[config.mk]
export PLATFORM = sky130hd
export DESIGN_NAME = can_xcvr_mode_ctrl
export DESIGN_NICKNAME = d
export VERILOG_FILES = /design/src/rtl/can_xcvr_mode_ctrl.sv
export SDC_FILE = /design/constraint.sdc
export NUM_CORES = 1
export LEC_CHECK = 0
export BUFFER_PORTS_ARGS = -buffer_cell sky130_fd_sc_hd__buf_2
export CORE_AREA = 2 2 39 41
export DETAILED_ROUTE_END_ITERATION = 7
export DIE_AREA = 0 0 41 43
export PLACE_DENSITY_LB_ADDON = 0.15
export SYNTH_ARGS = -nofsm -noshare
export SYNTH_HDL_FRONTEND = slang
export SYNTH_SLANG_ARGS = --single-unit
[constraint.sdc]
create_clock -name clk -period 1.05 [get_ports clk]
set_input_delay 0.21 -clock clk [delete_from_list [all_inputs] [get_ports clk]]
set_output_delay 0.21 -clock clk [all_outputs]
set_load 0.02 [all_outputs]
[src/rtl/can_xcvr_mode_ctrl.sv]
module can_xcvr_mode_ctrl #(
  parameter int SYNC_STAGES    = 2,
  parameter int DEBOUNCE_CYC   = 9,
  parameter bit HAS_SILENT_PIN = 1'b1
) (
  input  logic       clk,
  input  logic       rst_n,
  input  logic       stby_pin_i,
  input  logic       sil_n_pin_i,
  input  logic       txd_pin_i,
  input  logic       vcc_uv_i,
  input  logic       vio_uv_i,
  input  logic       hsc_dom_i,
  input  logic       rxd_rb_i,
  output logic [1:0] mode_o,
  output logic       drv_en_o,
  output logic [1:0] rxd_sel_o
);
  localparam int LAST = SYNC_STAGES - 1;
  localparam int CW   = $clog2(DEBOUNCE_CYC + 1);
  localparam logic [CW-1:0] CNT_TOP = CW'(DEBOUNCE_CYC - 1);

  typedef enum logic [1:0] {
    M_UNPOW = 2'd0,
    M_STBY  = 2'd1,
    M_SIL   = 2'd2,
    M_NORM  = 2'd3
  } mode_t;

  logic [3:0] sync_q [SYNC_STAGES];
  logic stby_s, nsil_s, txd_s, rxd_s, uv;
  mode_t mode_q, mode_d;
  logic err_q;
  logic [CW-1:0] cnt_q;
  logic clamp_cond, rx_active;

  always_ff @(posedge clk or negedge rst_n) begin
    if (!rst_n) begin
      for (int i = 0; i < SYNC_STAGES; i++) sync_q[i] <= 4'hF;
    end else begin
      sync_q[0] <= {rxd_rb_i, txd_pin_i, sil_n_pin_i, stby_pin_i};
      for (int i = 1; i < SYNC_STAGES; i++) sync_q[i] <= sync_q[i-1];
    end
  end

  assign stby_s = sync_q[LAST][0];
  assign txd_s  = sync_q[LAST][2];
  assign rxd_s  = sync_q[LAST][3];
  assign uv     = vcc_uv_i | vio_uv_i;

  generate
    if (HAS_SILENT_PIN) begin : g_sil_pin
      assign nsil_s = sync_q[LAST][1];
    end else begin : g_no_sil_pin
      assign nsil_s = 1'b1;
    end
  endgenerate

  always_comb begin
    mode_d = mode_q;
    if (uv)
      mode_d = M_UNPOW;
    else if (stby_s)
      mode_d = M_STBY;
    else if (mode_q == M_NORM)
      mode_d = (!nsil_s || err_q) ? M_SIL : M_NORM;
    else
      mode_d = (nsil_s && txd_s && !err_q) ? M_NORM : M_SIL;
  end

  always_ff @(posedge clk or negedge rst_n) begin
    if (!rst_n) mode_q <= M_UNPOW;
    else        mode_q <= mode_d;
  end

  assign rx_active  = (mode_q == M_SIL) || (mode_q == M_NORM);
  assign clamp_cond = rx_active && hsc_dom_i && rxd_s;

  always_ff @(posedge clk or negedge rst_n) begin
    if (!rst_n) begin
      cnt_q <= '0;
      err_q <= 1'b0;
    end else begin
      cnt_q <= (clamp_cond && cnt_q != CNT_TOP) ? cnt_q + 1'b1 : '0;
      if (!rx_active || !rxd_s)
        err_q <= 1'b0;
      else if (clamp_cond && cnt_q == CNT_TOP)
        err_q <= 1'b1;
    end
  end

  assign mode_o    = mode_q;
  assign drv_en_o  = (mode_q == M_NORM);
  assign rxd_sel_o = (mode_q == M_UNPOW) ? 2'b00 :
                     (mode_q == M_STBY)  ? 2'b01 : 2'b10;

  a_r3_uv_forces_unpowered: assert property (@(posedge clk) disable iff (!rst_n)
    uv |=> mode_q == M_UNPOW);
  a_r4_stby_selects_standby: assert property (@(posedge clk) disable iff (!rst_n)
    (!uv && stby_s) |=> mode_q == M_STBY);
  a_r7_no_entry_txd_low: assert property (@(posedge clk) disable iff (!rst_n)
    (mode_q != M_NORM && !txd_s) |=> mode_q != M_NORM);
  a_r8_err_needs_clamp: assert property (@(posedge clk) disable iff (!rst_n)
    $rose(err_q) |-> ($past(hsc_dom_i) && $past(rxd_s) && $past(rx_active)));
  a_r8_err_leaves_normal: assert property (@(posedge clk) disable iff (!rst_n)
    (err_q && mode_q == M_NORM && !uv && !stby_s) |=> mode_q == M_SIL);
  a_r9_err_clear_standby: assert property (@(posedge clk) disable iff (!rst_n)
    (mode_q == M_STBY || mode_q == M_UNPOW) |=> !err_q);
  a_r9_err_clear_rxd_low: assert property (@(posedge clk) disable iff (!rst_n)
    !rxd_s |=> !err_q);
endmodule

==> results of run 1 <==
## final cells by class
type / count / share of cell area [%]
Inverter: 4 / 1.84
Timing Repair Buffer: 24 / 23.7
Clock buffer: 4 / 3.23
Tap cell: 16 / 2.46
Multi-Input combinational cell: 20 / 21.5
Sequential cell: 15 / 47.3
## stage by stage
stage          cell area [um2]  hold WS [ps]  total power (uW)
2_1_floorplan              548         -85.6               649
5_1_grt                    815          3.33              1090
3_5_place_dp               652           124               690
4_1_cts                    758          11.3              1040
3_3_place_gp               652           107               686
6_report                   815          29.5              1030
## worst max path at each step
stage                     startpoint      endpoint  slack, ps  cells past startpoint
after floorplan             cnt_q[0]      cnt_q[2]        0.8                      5
after global placement      cnt_q[0]      cnt_q[3]         20                      5
after detailed placement    cnt_q[0]      cnt_q[2]        -60                      5
after CTS                  mode_o[0]  rxd_sel_o[0]       -180                      2
after global routing       mode_o[1]  rxd_sel_o[0]       -240                      2
final                      mode_o[0]  rxd_sel_o[0]       -180                      2
## flip-flops by register name (all words and copies together) (netlist names)
name and count:
cnt_q 4, err_q 1, mode_o 2, nsil_s 1
rxd_s 1, stby_s 1, sync_q 5
## repair_timing
item	CTS	global route
pin swaps	4	3
gates resized for setup	13	5
endpoints found under the setup margin	9	10
hold buffers	1	3
hold endpoints to repair	7	3
buffers inserted	3	1
## power by group
group	leakage, uW	switching (uW)	internal [uW]
clock network	0.0000150	167	147
logic	0.000167	41.1	51.4
registers	0.000181	10.0	609
total	0.000363	218	808
## worst max-delay path, stage by stage (launching register included)
cell,delay [ps]
dfrtp_1,410
and2b_2,210
buf_6,120
## cell usage in the layout (no fill, tap or decap), drive strengths merged, types with 2 or more instances in the layout
cell type | netlist | final
dlygate4sd3 | 0 | 4
inv | 4 | 4
nor2 | 4 | 4
nand2 | 2 | 2
ha | 2 | 2
buf | 0 | 20
dfstp | 8 | 8
dfrtp | 7 | 7
clkbuf | 1 | 4
nor3 | 2 | 2
## kinds of logic (layout without fill, tap and decap cells)
logic type / after synthesis / in the layout / synth area share (%)
adder cells (fa/ha/maj): 2 / 2 / 4.57
flip-flops: 15 / 15 / 70.3
XOR/XNOR: 2 / 2 / 3.20
AO/OA/AOI/OAI: 4 / 4 / 6.16
buffers and inverters: 5 / 32 / 3.42
AND/OR/NAND/NOR: 12 / 12 / 12.3
## layer usage
metal	routed length (um)	up-vias	part of all wire [%]
li1	-	184	-
met1	399	191	42
met2	492	12	52
met3	42	2	4.4
met4	10	0	1.1
met5	0	-	0
==> metrics.cfg, run 1 <==
[die]
rows=14
initial_core_util_pct=39.6
dieArea_um2=1760
die_w_um=41
dieHeight_um=43
core_area_um2=1380
io_pins=14

[yosys]
post-synth-top-count-cell=dfstp_2
ys_types=19
syn_avg_cell_area_um2=13.7
yosys_register_bits=15
synth.top_cell.area_share_pct=38.4
syn_nets=51
yosys_warnings=0
async_reset_ff_share_pct=100
synth-edff-count=0
yosysSeqAreaShare_pct=70.3
synth_cells=40
syn-cell-area_um2=548
synth_area_leaders=dfstp_2 (38%), dfrtp_1 (32%), ha_1 (4.6%)
yosys-top-cells-count=dfstp_2 (8), dfrtp_1 (7), inv_1 (4), nor2_1 (4)
synth_top_area_cell=dfstp_2
synth_flop_cell=dfstp_2

[timing]
slew_viol_final=0
tightest_slew_ps=318
setup_slack_ps=-182
period_share_pct=117
setup_tns_ps=-823
hold_viol=0
rsz0062_at_grt=true
fmax_ghz=0.812
setup-violations-final=8
slew_headroom_pct=78.8
post-route-min-period_ps=1230
fin_worst_skew_ps=6.15

[layout]
seqCellArea_um2=385
layout-drive-gt1-share_pct=61.2
final_util_pct=58.9
multi_input_area_um2=175
fillers=120
area_growth_syn_to_layout_pct=48.6
fin_cells=83
fin_nets=79
antenna_cells=0

[global_route]
antenna_found_initial=0
busiest_layer=met2
grt_usage_pct=15.3
use_met1_pct=17.6
globalRouteMet2Util_pct=22.2
grt.overflow.total=0
grt_pass1_vias=416
grt_pass1_wl_um=1680
grt_max_degree=16
met3_usage_pct=4.71

[worst_hold_path]
hp-start=sil_n_pin_i
hold_depth=1
holdPathEnd=sync_q[5]
holdCritPathClass=primary input to register

[flow_run]
drv_cap=0

[placement]
portBuffers=13
dp_slack_ps=-64.6
placedCellCount=71
place_congestion=0.585
dpl.hpwl_um=682

[setup_path]
critPathLaunchType=register
end_kind=output port
cp_data_required_time_ps=840
reg2reg_from=cnt_q[1]
reg2reg_depth=5
rrSetupSlack_ps=-80
setup.worst_path.class=register to output port
path_max_fanout=4
r2r_end=cnt_q[3]
arrival_ps=1020

[clock_tree]
cts_made_buffers=3
htree_levels=1
cts-root-buf=clkbuf_4
cts_tree=yes
clock-sinks=15
cts.clk_slew.worst_paths_ps=80
clk_path_buf_depth=2
clock_latency_ps=280

[drt]
post_drt_via_cell_ratio=4.69
wire_per_inst_um=11.4
num_vias=389
drtAntennaViolNets=0
first_pass_iters=1
drc_errors=0
first_iter_violations=0
routed_wl_um=944

[power_and_ir_drop]
power_density_nw_per_um2=1260
power.leakage_uw=0.000363
ir_drop_uv=764

[outcome]
violations=negative setup slack
status=finished with violations

Note: power is estimated with default switching activity, not from simulation.
==> run 2, diff against run 1 <==
Settings changed: ABC_AREA set to 1, CORE_AREA 2 2 39 41 to 2 2 40 42, DIE_AREA 0 0 41 43 to 0 0 42 44.
==> metrics.cfg, run 2 <==
[outcome]
status=finished with violations  ; unchanged
violations=negative setup slack  ; unchanged

[setup_path]
setup.worst_path.class=register to output port  ; unchanged
arrival_ps=980  ; was 1020 ps
cpPeakStageDelay_ps=430  ; was 410 ps
cp_data_required_time_ps=840  ; about the same
critPathLaunchType=register  ; unchanged
crit_family=flip-flops  ; unchanged
crit_chain=nor2_1 > buf_4  ; was and2b_2 > buf_6
cp_slowest_cell=dfrtp_1  ; unchanged
path_max_fanout=5  ; was 4
end_kind=output port  ; unchanged
path_buf_inv=1  ; unchanged

[timing]
tightest_slew_ps=315  ; was 318 ps
hold_viol=0  ; unchanged
fmax_ghz=0.839  ; was 0.812 GHz
period_share_pct=114  ; was 117%
slew_headroom_pct=79.0  ; was 78.8%
post-route-min-period_ps=1190  ; was 1230 ps
rsz0062_at_grt=true  ; unchanged
setup_slack_ps=-142  ; was -182 ps
fin_worst_skew_ps=2.43  ; was 6.15 ps
setup-violations-final=6  ; was 8
slew_viol_final=0  ; unchanged

[flow_run]
drv_cap=0  ; unchanged

[clock_tree]
cts_tree=yes  ; unchanged
clock_latency_ps=290  ; was 280 ps
cts.clk_slew.worst_paths_ps=90  ; was 80 ps
cts-root-buf=clkbuf_4  ; unchanged
clk_path_buf_depth=2  ; unchanged
htree_levels=1  ; unchanged
cts_made_buffers=3  ; unchanged
clock-sinks=15  ; unchanged

[yosys]
yosys_warnings=0  ; unchanged
syn-cell-area_um2=577  ; was 548 um2
syn_avg_cell_area_um2=10.9  ; was 13.7 um2
synth_top_area_cell=dfstp_2  ; unchanged
synth_cells=53  ; was 40
synth_flop_cell=dfstp_2  ; unchanged
yosys-top-cells-count=inv_1 (11), dfstp_2 (8), dfrtp_1 (7), nand2_1 (7), nor2_1 (7)  ; was dfstp_2 (8), dfrtp_1 (7), inv_1 (4), nor2_1 (4)
yosysSeqAreaShare_pct=66.8  ; was 70.3%
yosys_register_bits=15  ; unchanged
ys_types=17  ; was 19
synth-edff-count=0  ; unchanged
synth.top_cell.area_share_pct=36.4  ; was 38.4%
syn_nets=64  ; was 51
post-synth-top-count-cell=inv_1  ; was dfstp_2
async_reset_ff_share_pct=100  ; unchanged
synth_area_leaders=dfstp_2 (36%), dfrtp_1 (30%), inv_1 (7.2%)  ; was dfstp_2 (38%), dfrtp_1 (32%), ha_1 (4.6%)

[layout]
fillers=129  ; was 120
largest_reg_flops=5  ; unchanged
multi_input_area_um2=175  ; unchanged
seqCellArea_um2=385  ; unchanged
fin_nets=93  ; was 79
final_cell_mix=inv_1 (11), buf_2 (11), dfstp_2 (8), buf_4 (8), dfrtp_1 (7)  ; was buf_2 (8), dfstp_2 (8), dfrtp_1 (7)
regMostFlops=sync_q  ; unchanged
area_growth_syn_to_layout_pct=43.6  ; was 48.6%
fin_area_um2=828  ; was 815 um2
layout-drive-gt1-share_pct=51.9  ; was 61.2%
antenna_cells=0  ; unchanged

[power_and_ir_drop]
power_density_nw_per_um2=1260  ; about the same
ir_drop_uv=676  ; was 764 uV
power.leakage_uw=0.000402  ; was 0.000363 uW
power.total_uw=1040  ; was 1030 uW

[global_route]
grt_max_degree=16  ; unchanged
grt.overflow.total=0  ; unchanged
antenna_found_initial=0  ; unchanged
grt_usage_pct=13.3  ; was 15.3%
grt_pass1_wl_um=1680  ; unchanged
grt_pass1_vias=445  ; was 416

[drt]
drtAntennaViolNets=0  ; unchanged
drc_errors=0  ; unchanged
wire_per_inst_um=9.63  ; was 11.4 um
first_pass_iters=2  ; was 1
routed_wl_um=934  ; was 944 um
first_iter_violations=3  ; was 0
num_vias=422  ; was 389
post_drt_via_cell_ratio=4.35  ; was 4.69

[die]
die_w_um=42  ; was 41 um
rows=14  ; unchanged
dieHeight_um=44  ; was 43 um
dieArea_um2=1850  ; was 1760 um2
core_area_um2=1420  ; was 1380 um2
initial_core_util_pct=40.7  ; was 39.6%
io_pins=14  ; unchanged

[worst_hold_path]
holdCritPathClass=primary input to register  ; unchanged

[placement]
dpl.hpwl_um=589  ; was 682 um
portBuffers=13  ; unchanged
place_congestion=0.696  ; was 0.585
dpl_cell_area_um2=666  ; was 652 um2

==> run 2: kinds of logic (layout without fill, tap and decap cells) <==
family	count (synthesis)	count (layout)	share of synthesized area, %
buffers and inverters	12	40	7.81
and+or+nand+nor	20	20	16.3
AOI/OAI and AO/OA	3	3	3.25
xor gates and xnor gates	1	1	1.52
adders and majority gates	2	2	4.34
DFF	15	15	66.8
==> run 2: metal layers <==
metal	track usage (%)	wire, um
met5	0	0
met4	11.6	22
met3	5.00	53
met2	23.8	479
met1	11.5	378
==> run 2: final timing paths <==
path                                start      endpoint  slack [ps]  cells after the start
worst min-delay path             vcc_uv_i     mode_o[0]         170                      3
worst max register to register  mode_o[1]     mode_o[0]         -60                      7
worst max-delay path            mode_o[1]  rxd_sel_o[0]        -140                      2
worst min register to register  sync_q[5]        nsil_s         360                      0
max in group asynchronous           rst_n        stby_s         430                      2
min in group asynchronous           rst_n     mode_o[1]         340                      2
==> run 2: layout make-up <==
type	count	share of cell area, %
Sequential cell	15	46.5
Timing Repair Buffer	25	21.3
Multi-Input combinational cell	26	21.1
Inverter	11	4.98
Clock buffer	3	2.72
Tap cell	16	2.42
Clock inverter	1	0.906
==> run 2: repair_timing <==
action	CTS	global route
resized for setup	6	5
gates cloned	0	0
pin swaps	4	3
hold buffers	5	0
hold endpoints to repair	11	0
setup buffers	6	0
setup endpoints to repair	9	11
==> run 2: metrics by stage <==
step	TNS (ps)	cells	hold WS, ps	setup slack [ps]	util, %
detailed placement	-153	82	128	-45.3	46.9
floorplan	0	53	-85.6	34.1	-
global route	-1100	97	179	-221	58.4
global placement	-7.26	82	128	-6.22	46.9
finish	-463	97	170	-142	58.4
CTS	-535	97	148	-153	57.2
==> run 2: worst register-to-register path, delay by kind of cell, from the launching register on <==
| kind | cells | cell delay [ps] |
|---|---|---|
| compound gates | 1 | 100 |
| buf+inv | 3 | 370 |
| flops | 1 | 420 |
| simple gates | 3 | 160 |
==> run 2: report_power, final <==
group / internal, uW / switching, uW / leakage (uW)
clock network: 145 / 197 / 0.0000139
registers: 609 / 9.01 / 0.000181
logic: 41.4 / 40.9 / 0.000208
total: 796 / 247 / 0.000402
==> run 3, diff against run 2 <==
Settings changed: REMOVE_ABC_BUFFERS set to 1.
==> metrics.cfg, run 3 (synthesis results as in run 2) <==
[global_route]
grt.overflow.total=0  ; unchanged
grt_max_degree=16  ; unchanged
grt_pass1_vias=425  ; was 445
grt_pass1_wl_um=1640  ; was 1680 um
grt_usage_pct=12.6  ; was 13.3%
antenna_found_initial=0  ; unchanged

[die]
core_area_um2=1420  ; unchanged
dieArea_um2=1850  ; unchanged
die_w_um=42  ; unchanged
rows=14  ; unchanged
initial_core_util_pct=40.7  ; unchanged
io_pins=14  ; unchanged
dieHeight_um=44  ; unchanged

[placement]
dp_slack_ps=-28.8  ; was -45.3 ps
place_congestion=0.692  ; was 0.696
portBuffers=13  ; unchanged

[layout]
final_cell_mix=inv_1 (10), buf_2 (10), dfstp_2 (8)  ; was inv_1 (11), buf_2 (11), dfstp_2 (8), buf_4 (8), dfrtp_1 (7)
antenna_cells=0  ; unchanged
fillers=130  ; was 129
seqCellArea_um2=387  ; was 385 um2
largest_reg_flops=5  ; unchanged
regMostFlops=sync_q  ; unchanged
area_growth_syn_to_layout_pct=53.4  ; was 43.6%
multi_input_area_um2=205  ; was 175 um2
final_util_pct=62.3  ; was 58.4%
layout-drive-gt1-share_pct=59.8  ; was 51.9%
fin_nets=94  ; was 93

[clock_tree]
htree_levels=1  ; unchanged
clock-sinks=15  ; unchanged
cts.clk_slew.worst_paths_ps=90  ; about the same
cts_made_buffers=3  ; unchanged
clk_path_buf_depth=2  ; unchanged
clock_latency_ps=290  ; about the same
cts_tree=yes  ; unchanged
cts-root-buf=clkbuf_4  ; unchanged

[power_and_ir_drop]
seqPwrFrac_pct=59.2  ; was 59.3%
power.leakage_uw=0.000408  ; was 0.000402 uW
p_int_uw=800  ; was 796 uW
p_clk_share_pct=32.4  ; was 32.8%
comb_power_share_pct=8.4  ; was 7.9%
power.total_uw=1050  ; was 1040 uW
ir_drop_uv=923  ; was 676 uV
p_switching_uw=246  ; was 247 uW
power_density_nw_per_um2=1180  ; was 1260 nW/um2
sw_frac_of_total_pct=23.5  ; was 23.7%

[setup_path]
setup.worst_path.class=register to output port  ; unchanged
critPathLaunchType=register  ; unchanged
path_max_fanout=5  ; unchanged
arrival_ps=980  ; about the same
end_kind=output port  ; unchanged
cp_data_required_time_ps=840  ; about the same

[timing]
period_share_pct=113  ; was 114%
setup-violations-final=10  ; was 6
timing.hold.ws_ps=168  ; was 170 ps
hold_viol=0  ; unchanged
rsz0062_at_grt=true  ; unchanged
setup_slack_ps=-138  ; was -142 ps
post-route-min-period_ps=1190  ; about the same
slew_viol_final=0  ; unchanged
tightest_slew_ps=319  ; was 315 ps
setup_tns_ps=-489  ; was -463 ps
fmax_ghz=0.842  ; was 0.839 GHz
fin_worst_skew_ps=6.64  ; was 2.43 ps
slew_headroom_pct=78.7  ; was 79.0%

[drt]
post_drt_via_cell_ratio=4.31  ; was 4.35
routed_wl_um=978  ; was 934 um
drtAntennaViolNets=0  ; unchanged
first_iter_violations=3  ; unchanged
wire_per_inst_um=9.98  ; was 9.63 um
first_pass_iters=2  ; unchanged
num_vias=422  ; unchanged
drc_errors=0  ; unchanged

[flow_run]
drv_cap=0  ; unchanged

[outcome]
violations=negative setup slack  ; unchanged
status=finished with violations  ; unchanged

[worst_hold_path]
holdCritPathClass=primary input to register  ; unchanged

## run 3: cell count changes in the layout (fill, tap and decap cells not counted), moves of 2 or more
cell | previous run | this run
buf_6 | 1 | 5
nand2_1 | 5 | 3
nand2_2 | 2 | 4
buf_4 | 8 | 6
## run 3: final cells by class
type	instances	area share, %
Timing Repair Buffer	26	22.8
Multi-Input combinational cell	26	23.2
Tap cell	16	2.26
Clock inverter	1	0.849
Sequential cell	15	43.7
Inverter	11	4.67
Clock buffer	3	2.55
## run 3: worst paths after layout
check	startpoint	to	slack, ps	cells past startpoint
min in group asynchronous	rst_n	err_q	340	2
worst max-delay path	mode_o[1]	drv_en_o	-140	3
worst max register to register	mode_o[1]	mode_o[0]	-60	7
worst min register to register	sync_q[6]	sync_q[2]	360	0
max in group asynchronous	rst_n	nsil_s	420	2
worst min-delay path	vcc_uv_i	mode_o[0]	170	3
## run 3: stage by stage
step,cells,area [um2]
3_5_place_dp,82,666
2_1_floorplan,52,573
3_3_place_gp,82,666
5_1_grt,98,885
4_1_cts,96,800
6_report,98,885
## run 3: worst max-delay path, cell delays in order, from the launching register on
cell	delay, ps
dfrtp_2	450
nand2_2	90
inv_2	40
buf_6	120
## run 3: power by group through the flow
stage / clock [uW] / sequential [uW] / combinational, uW
floorplan: 0 / 633 / 18.2
global placement: 0 / 627 / 58.0
CTS: 352 / 618 / 76.2
finish: 338 / 619 / 87.9
global route: 373 / 623 / 96.8
detailed placement: 0 / 629 / 59.0
## run 3: routing by layer
metal / GRT usage, % / up-vias / routed length, um
li1: - / 213 / -
met1: 12.9 / 191 / 393
met2: 22.5 / 14 / 513
met3: 3.75 / 4 / 52
met4: 7.74 / 0 / 18
met5: 0 / - / 0
## run 3: timing repair
action	in CTS	in global routing
pin swaps	5	9
endpoints found under the hold margin	9	2
buffers inserted	7	1
gates resized for setup	7	18
hold buffers	3	2
setup endpoints to repair	9	11
